$ cat src/rtl/gne_pkg.sv
package gne_pkg;

    typedef enum logic [1:0] {
        OP_NODE = 2'd0,
        OP_OSEL = 2'd1,
        OP_HDR  = 2'd2,
        OP_CLR  = 2'd3
    } wop_e;

    typedef enum logic [1:0] {
        ST_IDLE = 2'd0,
        ST_RUN  = 2'd1,
        ST_FIN  = 2'd2
    } st_e;

    localparam logic [3:0] FN_LAST = 4'd9;

    function automatic logic gate_fn(input logic [3:0] f, input logic a, input logic b);
        logic r;
        case (f)
            4'd0:    r = a;
            4'd1:    r = ~a;
            4'd2:    r = a & b;
            4'd3:    r = a | b;
            4'd4:    r = a ^ b;
            4'd5:    r = ~(a & b);
            4'd6:    r = ~(a | b);
            4'd7:    r = ~(a ^ b);
            4'd8:    r = 1'b1;
            default: r = 1'b0;
        endcase
        return r;
    endfunction

endpackage

$ cat src/rtl/gne_store.sv
module gne_store
    import gne_pkg::*;
#(
    parameter int MAX_NODES = 16,
    parameter int MAX_OUT   = 8,
    parameter int IDXW      = 5,
    parameter int NCW       = 5,
    parameter int NPW       = 4,
    parameter int SLW       = 4
) (
    input  logic                      clk,
    input  logic                      rst,
    input  logic                      wr_en,
    input  logic                      wr_ok,
    input  logic [1:0]                wr_op,
    input  logic [IDXW-1:0]           wr_id,
    input  logic [IDXW-1:0]           wr_src_a,
    input  logic [IDXW-1:0]           wr_src_b,
    input  logic [3:0]                wr_fn,
    input  logic [SLW-1:0]            wr_slot,
    input  logic [NPW-1:0]            rd_ptr,
    output logic [IDXW-1:0]           nd_id,
    output logic [IDXW-1:0]           nd_a,
    output logic [IDXW-1:0]           nd_b,
    output logic [3:0]                nd_fn,
    output logic [NCW-1:0]            node_cnt,
    output logic [IDXW-1:0]           in_cnt,
    output logic [SLW-1:0]            out_cnt,
    output logic [MAX_OUT*IDXW-1:0]   sel_flat
);
    localparam int SIW = $clog2(MAX_OUT);

    logic [IDXW-1:0] t_id  [MAX_NODES];
    logic [IDXW-1:0] t_a   [MAX_NODES];
    logic [IDXW-1:0] t_b   [MAX_NODES];
    logic [3:0]      t_fn  [MAX_NODES];
    logic [IDXW-1:0] sel_q [MAX_OUT];

    wop_e op;
    logic do_wr, room;

    assign op    = wop_e'(wr_op);
    assign do_wr = wr_en && wr_ok;
    assign room  = node_cnt < NCW'(MAX_NODES);

    always_ff @(posedge clk) begin
        if (do_wr && op == OP_NODE && room) begin
            t_id[node_cnt[NPW-1:0]] <= wr_id;
            t_a[node_cnt[NPW-1:0]]  <= wr_src_a;
            t_b[node_cnt[NPW-1:0]]  <= wr_src_b;
            t_fn[node_cnt[NPW-1:0]] <= wr_fn;
        end
    end

    always_ff @(posedge clk) begin
        if (rst) begin
            node_cnt <= '0;
            in_cnt   <= '0;
            out_cnt  <= '0;
            for (int k = 0; k < MAX_OUT; k++) sel_q[k] <= '0;
        end else if (do_wr) begin
            case (op)
                OP_NODE: if (room) node_cnt <= node_cnt + 1'b1;
                OP_OSEL: if (32'(wr_slot) < MAX_OUT) sel_q[wr_slot[SIW-1:0]] <= wr_src_a;
                OP_HDR: begin
                    in_cnt  <= wr_src_a;
                    out_cnt <= wr_slot;
                end
                default: node_cnt <= '0;
            endcase
        end
    end

    assign nd_id = t_id[rd_ptr];
    assign nd_a  = t_a[rd_ptr];
    assign nd_b  = t_b[rd_ptr];
    assign nd_fn = t_fn[rd_ptr];

    for (genvar k = 0; k < MAX_OUT; k++) begin : g_sel
        assign sel_flat[k*IDXW +: IDXW] = sel_q[k];
    end

    p_wr_blocked_r11: assert property (@(posedge clk) disable iff (rst)
        !wr_ok |=> $stable(node_cnt));

    p_cnt_sat_r12: assert property (@(posedge clk) disable iff (rst)
        node_cnt <= NCW'(MAX_NODES));

endmodule

$ cat src/rtl/gne_node.sv
module gne_node
    import gne_pkg::*;
#(
    parameter int NVAL = 26,
    parameter int IDXW = 5
) (
    input  logic [NVAL-1:0] vals,
    input  logic [NVAL-1:0] asg,
    input  logic [IDXW-1:0] nd_id,
    input  logic [IDXW-1:0] nd_a,
    input  logic [IDXW-1:0] nd_b,
    input  logic [3:0]      nd_fn,
    output logic            res,
    output logic            bad
);
    localparam int VSPAN = 1 << IDXW;

    logic [VSPAN-1:0] vx, ax;

    always_comb begin
        vx    = VSPAN'(vals);
        vx[0] = 1'b0;
        vx[1] = 1'b1;
        ax    = VSPAN'(asg);
    end

    assign res = gate_fn(nd_fn, vx[nd_a], vx[nd_b]);
    assign bad = (32'(nd_id) >= NVAL) || (nd_a >= nd_id) || (nd_b >= nd_id)
               || ax[nd_id] || (nd_fn > FN_LAST);

endmodule

$ cat src/rtl/gne_gather.sv
module gne_gather #(
    parameter int NVAL    = 26,
    parameter int IDXW    = 5,
    parameter int MAX_OUT = 8,
    parameter int SLW     = 4
) (
    input  logic [NVAL-1:0]         vals,
    input  logic [MAX_OUT*IDXW-1:0] sel_flat,
    input  logic [SLW-1:0]          out_cnt,
    output logic [MAX_OUT-1:0]      word,
    output logic                    bad
);
    localparam int VSPAN = 1 << IDXW;

    logic [VSPAN-1:0]   vx;
    logic [MAX_OUT-1:0] bad_k;

    always_comb begin
        vx    = VSPAN'(vals);
        vx[0] = 1'b0;
        vx[1] = 1'b1;
    end

    for (genvar k = 0; k < MAX_OUT; k++) begin : g_bit
        logic [IDXW-1:0] sk;
        logic            used;
        assign sk       = sel_flat[k*IDXW +: IDXW];
        assign used     = 32'(out_cnt) > k;
        assign word[k]  = used && vx[sk];
        assign bad_k[k] = used && (32'(sk) >= NVAL);
    end

    assign bad = (|bad_k) || (32'(out_cnt) > MAX_OUT);

endmodule

$ cat src/rtl/gate_netlist_eval.sv
module gate_netlist_eval
    import gne_pkg::*;
#(
    parameter  int MAX_IN    = 8,
    parameter  int MAX_NODES = 16,
    parameter  int MAX_OUT   = 8,
    localparam int NVAL      = 2 + MAX_IN + MAX_NODES,
    localparam int IDXW      = $clog2(NVAL),
    localparam int SLW       = $clog2(MAX_OUT + 1),
    localparam int LW        = $clog2(MAX_IN + 1)
) (
    input  logic               clk,
    input  logic               rst,
    input  logic               wr_en,
    input  logic [1:0]         wr_op,
    input  logic [IDXW-1:0]    wr_id,
    input  logic [IDXW-1:0]    wr_src_a,
    input  logic [IDXW-1:0]    wr_src_b,
    input  logic [3:0]         wr_fn,
    input  logic [SLW-1:0]     wr_slot,
    input  logic               start,
    input  logic [MAX_IN-1:0]  in_a,
    input  logic [LW-1:0]      a_len,
    input  logic [MAX_IN-1:0]  in_b,
    input  logic [LW-1:0]      b_len,
    output logic               busy,
    output logic               done,
    output logic               err,
    output logic [MAX_OUT-1:0] y
);
    localparam int NCW = $clog2(MAX_NODES + 1);
    localparam int NPW = $clog2(MAX_NODES);

    st_e                     st;
    logic [NPW-1:0]          ptr;
    logic [NVAL-1:0]         vals, asg;
    logic [IDXW-1:0]         nd_id, nd_a, nd_b;
    logic [3:0]              nd_fn;
    logic [NCW-1:0]          node_cnt;
    logic [IDXW-1:0]         in_cnt;
    logic [SLW-1:0]          out_cnt;
    logic [MAX_OUT*IDXW-1:0] sel_flat;
    logic                    nres, nbad, gbad, mismatch;
    logic [MAX_OUT-1:0]      gword;
    logic [NVAL-1:0]         ld_vals, ld_asg;
    logic [2*MAX_IN-1:0]     stream;

    assign busy = (st != ST_IDLE);

    gne_store #(
        .MAX_NODES(MAX_NODES), .MAX_OUT(MAX_OUT), .IDXW(IDXW),
        .NCW(NCW), .NPW(NPW), .SLW(SLW)
    ) u_store (
        .clk(clk), .rst(rst), .wr_en(wr_en), .wr_ok(!busy), .wr_op(wr_op),
        .wr_id(wr_id), .wr_src_a(wr_src_a), .wr_src_b(wr_src_b), .wr_fn(wr_fn),
        .wr_slot(wr_slot), .rd_ptr(ptr), .nd_id(nd_id), .nd_a(nd_a), .nd_b(nd_b),
        .nd_fn(nd_fn), .node_cnt(node_cnt), .in_cnt(in_cnt), .out_cnt(out_cnt),
        .sel_flat(sel_flat)
    );

    gne_node #(.NVAL(NVAL), .IDXW(IDXW)) u_node (
        .vals(vals), .asg(asg), .nd_id(nd_id), .nd_a(nd_a), .nd_b(nd_b),
        .nd_fn(nd_fn), .res(nres), .bad(nbad)
    );

    gne_gather #(.NVAL(NVAL), .IDXW(IDXW), .MAX_OUT(MAX_OUT), .SLW(SLW)) u_gather (
        .vals(vals), .sel_flat(sel_flat), .out_cnt(out_cnt), .word(gword), .bad(gbad)
    );

    // Input loading: used bits of in_a, then used bits of in_b right behind them.
    always_comb begin
        logic [MAX_IN-1:0] amask, bmask;
        amask    = ~({MAX_IN{1'b1}} << a_len);
        bmask    = ~({MAX_IN{1'b1}} << b_len);
        stream   = (2*MAX_IN)'(in_a & amask) | ((2*MAX_IN)'(in_b & bmask) << a_len);
        mismatch = (32'(a_len) + 32'(b_len) != 32'(in_cnt))
                || (32'(a_len) + 32'(b_len) > MAX_IN);
        ld_vals    = '0;
        ld_asg     = '0;
        ld_vals[1] = 1'b1;
        ld_asg[0]  = 1'b1;
        ld_asg[1]  = 1'b1;
        for (int i = 0; i < MAX_IN; i++) begin
            ld_vals[2+i] = stream[i];
            ld_asg[2+i]  = (i < 32'(in_cnt));
        end
    end

    always_ff @(posedge clk) begin
        if (rst) begin
            st   <= ST_IDLE;
            ptr  <= '0;
            vals <= '0;
            asg  <= '0;
            err  <= 1'b0;
            done <= 1'b0;
            y    <= '0;
        end else begin
            done <= 1'b0;
            case (st)
                ST_IDLE: if (start) begin
                    err  <= mismatch;
                    vals <= ld_vals;
                    asg  <= ld_asg;
                    ptr  <= '0;
                    st   <= (mismatch || node_cnt == '0) ? ST_FIN : ST_RUN;
                end
                ST_RUN: begin
                    if (nbad) begin
                        err <= 1'b1;
                        st  <= ST_FIN;
                    end else begin
                        vals[nd_id] <= nres;
                        asg[nd_id]  <= 1'b1;
                        if (NCW'(ptr) + 1'b1 == node_cnt) st <= ST_FIN;
                        else ptr <= ptr + 1'b1;
                    end
                end
                default: begin
                    done <= 1'b1;
                    st   <= ST_IDLE;
                    if (err || gbad) begin
                        err <= 1'b1;
                        y   <= '0;
                    end else begin
                        y <= gword;
                    end
                end
            endcase
        end
    end

    p_done_pulse_r9: assert property (@(posedge clk) disable iff (rst)
        done |=> !done);

    p_idle_at_done_r9: assert property (@(posedge clk) disable iff (rst)
        $rose(done) |-> !busy && $past(busy));

    p_err_zero_r10: assert property (@(posedge clk) disable iff (rst)
        (done && err) |-> (y == '0));

    p_ptr_bound_r12: assert property (@(posedge clk) disable iff (rst)
        (st == ST_RUN) |-> (NCW'(ptr) < node_cnt));

endmodule

$ cat config.mk
export PLATFORM = sky130hd
export DESIGN_NAME = gate_netlist_eval
export DESIGN_NICKNAME = d
export VERILOG_FILES = /design/src/rtl/gne_pkg.sv /design/src/rtl/gne_store.sv /design/src/rtl/gne_node.sv /design/src/rtl/gne_gather.sv /design/src/rtl/gate_netlist_eval.sv
export SDC_FILE = /design/constraint.sdc
export NUM_CORES = 1
export LEC_CHECK = 0
export ABC_CLOCK_PERIOD_IN_PS = 5300
export BUFFER_PORTS_ARGS = -buffer_cell sky130_fd_sc_hd__buf_2
export CAP_MARGIN = 20
export CORE_AREA = 8 8 203 205
export CTS_CLUSTER_SIZE = 8
export DETAILED_ROUTE_END_ITERATION = 7
export DIE_AREA = 0 0 211 213
export HOLD_SLACK_MARGIN = 0.03
export PLACE_DENSITY = 0.74
export SLEW_MARGIN = 30
export SYNTH_ARGS = -nofsm -noshare
export SYNTH_HDL_FRONTEND = slang
export SYNTH_SLANG_ARGS = --single-unit
export TNS_END_PERCENT = 1
$ cat constraint.sdc
create_clock -name clk -period 5.3 [get_ports clk]
set_input_delay 0.265 -clock clk [delete_from_list [all_inputs] [get_ports clk]]
set_output_delay 0.265 -clock clk [all_outputs]
set_load 0.02 [all_outputs]
==> impl_metrics.py <==
metrics = {
    "clocking": {
        "ctsResizeCount": 0,
        "cts_tree": "yes",
        "insertion_delay_ns": 0.61,
        "numCtsBuffers": 59,
        "cts_root_buffer": "clkbuf_16",
        "clock_sinks": 428,
        "htree_levels": 2,
        "clk_path_buf_depth": 3,
        "cts_setup_buffers": 0,
        "clk_pin_slew_worst_paths_ns": 0.05,
    },
    "global_routing": {
        "grt_pass1_vias": 13500,
        "antenna_found_initial": 1,
        "groute.usage.overall_pct": 23.5,
        "globalRouteOverflowTotal": 0,
        "grt_pass1_wl_mm": 80.4,
        "grt_max_degree": 66,
    },
    "synth": {
        "yosysUniqueCellTypes": 88,
        "synth_flop_cell": "edfxtp_1",
        "synth_cells": 1492,
        "synth_nets": 1570,
        "async_flop_share_pct": 0,
        "synth_warnings": 0,
        "netlist_top_cells_area": "edfxtp_1 (50%), mux4_2 (12%), dfxtp_1 (8.2%)",
        "synth-edff-count": 344,
        "ys_seq_area_share_pct": 58.4,
        "synth_top_area_cell": "edfxtp_1",
        "synth_seq_cells": 428,
        "syn-cell-area_um2": 20600,
        "synth_top_area_share_pct": 50.2,
        "avgSynthCellArea_um2": 13.8,
    },
    "critical_path": {
        "startpoint_type": "flop",
        "endpoint_kind": "flop",
        "r2r_slack_ns": 0.32,
        "worstPathArrival_ns": 5.51,
        "endpoint": "vals[16]",
        "r2r-end": "vals[16]",
        "r2r.worst_path.cells": 16,
        "critical_path_peak_fanout": 20,
        "required_ns": 5.83,
        "worst-setup-path-type": "reg2reg",
    },
    "layout": {
        "area_delta_synth_final_pct": 12.6,
        "multi_input_area_um2": 7920,
        "fill_cells": 2825,
        "drive_gt1_share_pct": 20.1,
        "final_nets": 1648,
        "seq_area_um2": 12000,
    },
    "sta": {
        "fin_crit_sh_pct": 93.9,
        "fmax_mhz": 201,
        "fin_tns_setup_ns": 0,
        "worst_pin_slew_ns": 0.852,
        "relSlewSlack_pct": 43.1,
        "setup_viol": 0,
        "fin_crit_ns": 4.98,
        "holdWs_ns": 0.0497,
        "finalClockSkew_ns": 0.0139,
        "grt_setup_unrepaired": "false",
        "hold_viol_final": 0,
        "report.final.slew_viol_count": 0,
    },
    "die": {
        "chipWidth_um": 211,
        "rows": 72,
        "die-area_um2": 44900,
        "pin_count": 64,
        "initial_core_util_pct": 54.0,
        "die_h_um": 213,
        "placeableCoreArea_um2": 38100,
    },
    "routing": {
        "drt_drc_violations_left": 0,
        "initialDrtViolationCount": 1653,
        "antenna_left": 0,
        "vias_per_cell": 6.39,
        "vias": 13500,
        "wire_per_inst_um": 25.1,
        "dr.pass1.iters": 6,
        "routed_wl_mm": 53.0,
    },
    "place": {
        "post-dp-hpwl_mm": 31.9,
        "place.gp.congestion": 0.893,
        "io_buffers": 63,
    },
    "power": {
        "p_leak_nw": 7.87,
        "peakVddDrop_uv": 336,
        "powerDensity_nw_per_um2": 322,
    },
    "hold_path": {
        "worstHoldPathType": "in2reg",
        "min_from": "wr_fn[0]",
    },
    "run": {
        "drv_cap": 0,
    },
    "status": {
        "status": "finished, final reports clean",
    },
}
-- through the flow --
stage	util [%]	instances	total power [mW]	setup slack (ns)	instance area [um2]
floorplan	-	1492	4.00	0.389	20600
global placement	56.1	2010	4.14	0.513	21400
detailed placement	56.1	2010	4.15	0.404	21400
CTS	60.8	2108	7.49	0.359	23200
global route	60.8	2109	7.67	0.0432	23200
finish	60.8	2109	7.45	0.321	23200
-- layout by cell type (no fill, tap or decap), drive strengths merged, types with 6 or more instances in the layout --
| cell type | count |
|---|---|
| a21oi | 88 |
| nand3b | 7 |
| buf | 96 |
| and3 | 14 |
| inv | 49 |
| nor4 | 9 |
| nand2 | 105 |
| a211oi | 17 |
| nand2b | 16 |
| edfxtp | 344 |
| and2 | 42 |
| nand3 | 31 |
| mux2 | 13 |
| nor2 | 108 |
| nor2b | 13 |
| or2 | 10 |
| clkbuf | 78 |
| a221oi | 10 |
| dlygate4sd3 | 17 |
| mux2i | 96 |
| ha | 24 |
| nor3 | 27 |
| a31oi | 15 |
| o221ai | 6 |
| dfxtp | 84 |
| o21ai | 39 |
| a22oi | 6 |
| o22ai | 8 |
| o211ai | 18 |
| mux4 | 115 |
-- worst min-delay path by stage --
stage	end	slack [ns]	cells past startpoint
final	u_store.t_fn[6][0]	0.05	1
after global routing	u_store.t_fn[2][0]	0.05	1
after CTS	u_store.t_fn[6][0]	0.03	1
after detailed placement	asg[10]	0.44	2
after global placement	asg[14]	0.44	2
after floorplan	u_store.t_a[0][0]	0.36	0
-- area by class of cell --
cell class / count / area share, %
tap: 518 / 2.80
sequential: 428 / 51.9
antenna: 1 / 0.0108
clock inverter: 3 / 0.276
inverter: 50 / 0.810
multi-input combinational: 918 / 34.2
clock buffer: 78 / 6.68
timing repair buffer: 113 / 3.33
-- layer usage --
layer | global-route usage (%) | wire, um | up-vias
li1 | - | - | 5936
met1 | 29.8 | 21000 | 6773
met2 | 39.5 | 26100 | 626
met3 | 4.27 | 3950 | 135
met4 | 9.92 | 1930 | 0
met5 | 0 | 0 | -
-- flip-flops by register name (all words and copies together) (netlist names), 4 cells and up, named ones only --
name              flops
u_store.out_cnt       4
u_store.t_a          80
u_store.t_b          80
ptr                   4
y                     8
vals                 24
u_store.t_id         80
asg                  26
u_store.in_cnt        5
u_store.node_cnt      5
u_store.t_fn         64
u_store.sel_q        40
-- power breakdown --
group | leakage, nW | switching (mW) | internal, mW | total [mW]
Clock | 0.774 | 1.34 | 2.00 | 3.34
Sequential | 3.82 | 0.0731 | 3.67 | 3.74
Combinational | 3.27 | 0.222 | 0.145 | 0.367
Total | 7.87 | 1.64 | 5.81 | 7.45
-- critical path, cell delays in order, from the launching register on --
cell	delay [ns]
dfxtp_2	0.73
buf_12	0.26
mux2i_1	0.11
a22oi_1	0.20
o211ai_2	0.17
mux2i_4	0.53
ha_1	0.34
nand2b_1	0.14
a21o_1	0.17
a21oi_1	0.15
nor2b_1	0.06
o21ai_0	0.15
o2111ai_1	0.14
or4_1	0.70
o21ai_4	0.54
and3_1	0.28
mux2i_1	0.20
-- repair_timing --
item,CTS,global route
hold endpoints to repair,188,0
hold buffers,17,0
endpoints found under the setup margin,0,0
-- synth_stat cells (8+ instances only) --
cell type / count
edfxtp_1: 344
mux4_2: 107
nor2_1: 107
nand2_1: 105
mux2i_1: 94
a21oi_1: 87
dfxtp_1: 84
clkbuf_1: 58
inv_1: 47
and2_1: 41
o21ai_0: 34
nand3_1: 31
nor3_1: 26
ha_1: 24
a211oi_1: 17
o211ai_1: 17
nand2b_1: 16
a31oi_1: 15
and3_1: 14
nor2b_1: 13
buf_2: 11
mux2_2: 11
a221oi_1: 10
or2_2: 9
buf_1: 8
buf_4: 8
mux4_1: 8
nor4_1: 8
-- cells by family after synthesis --
| family | synth area share, % |
|---|---|
| buf+inv | 3.42 |
| flops | 58.4 |
| fa+ha+maj | 1.61 |
| xor+xnor | 0.383 |
| simple gates | 9.37 |
| compound gates | 8.61 |
| mux | 18.2 |
(Power assumes the default switching activity.)
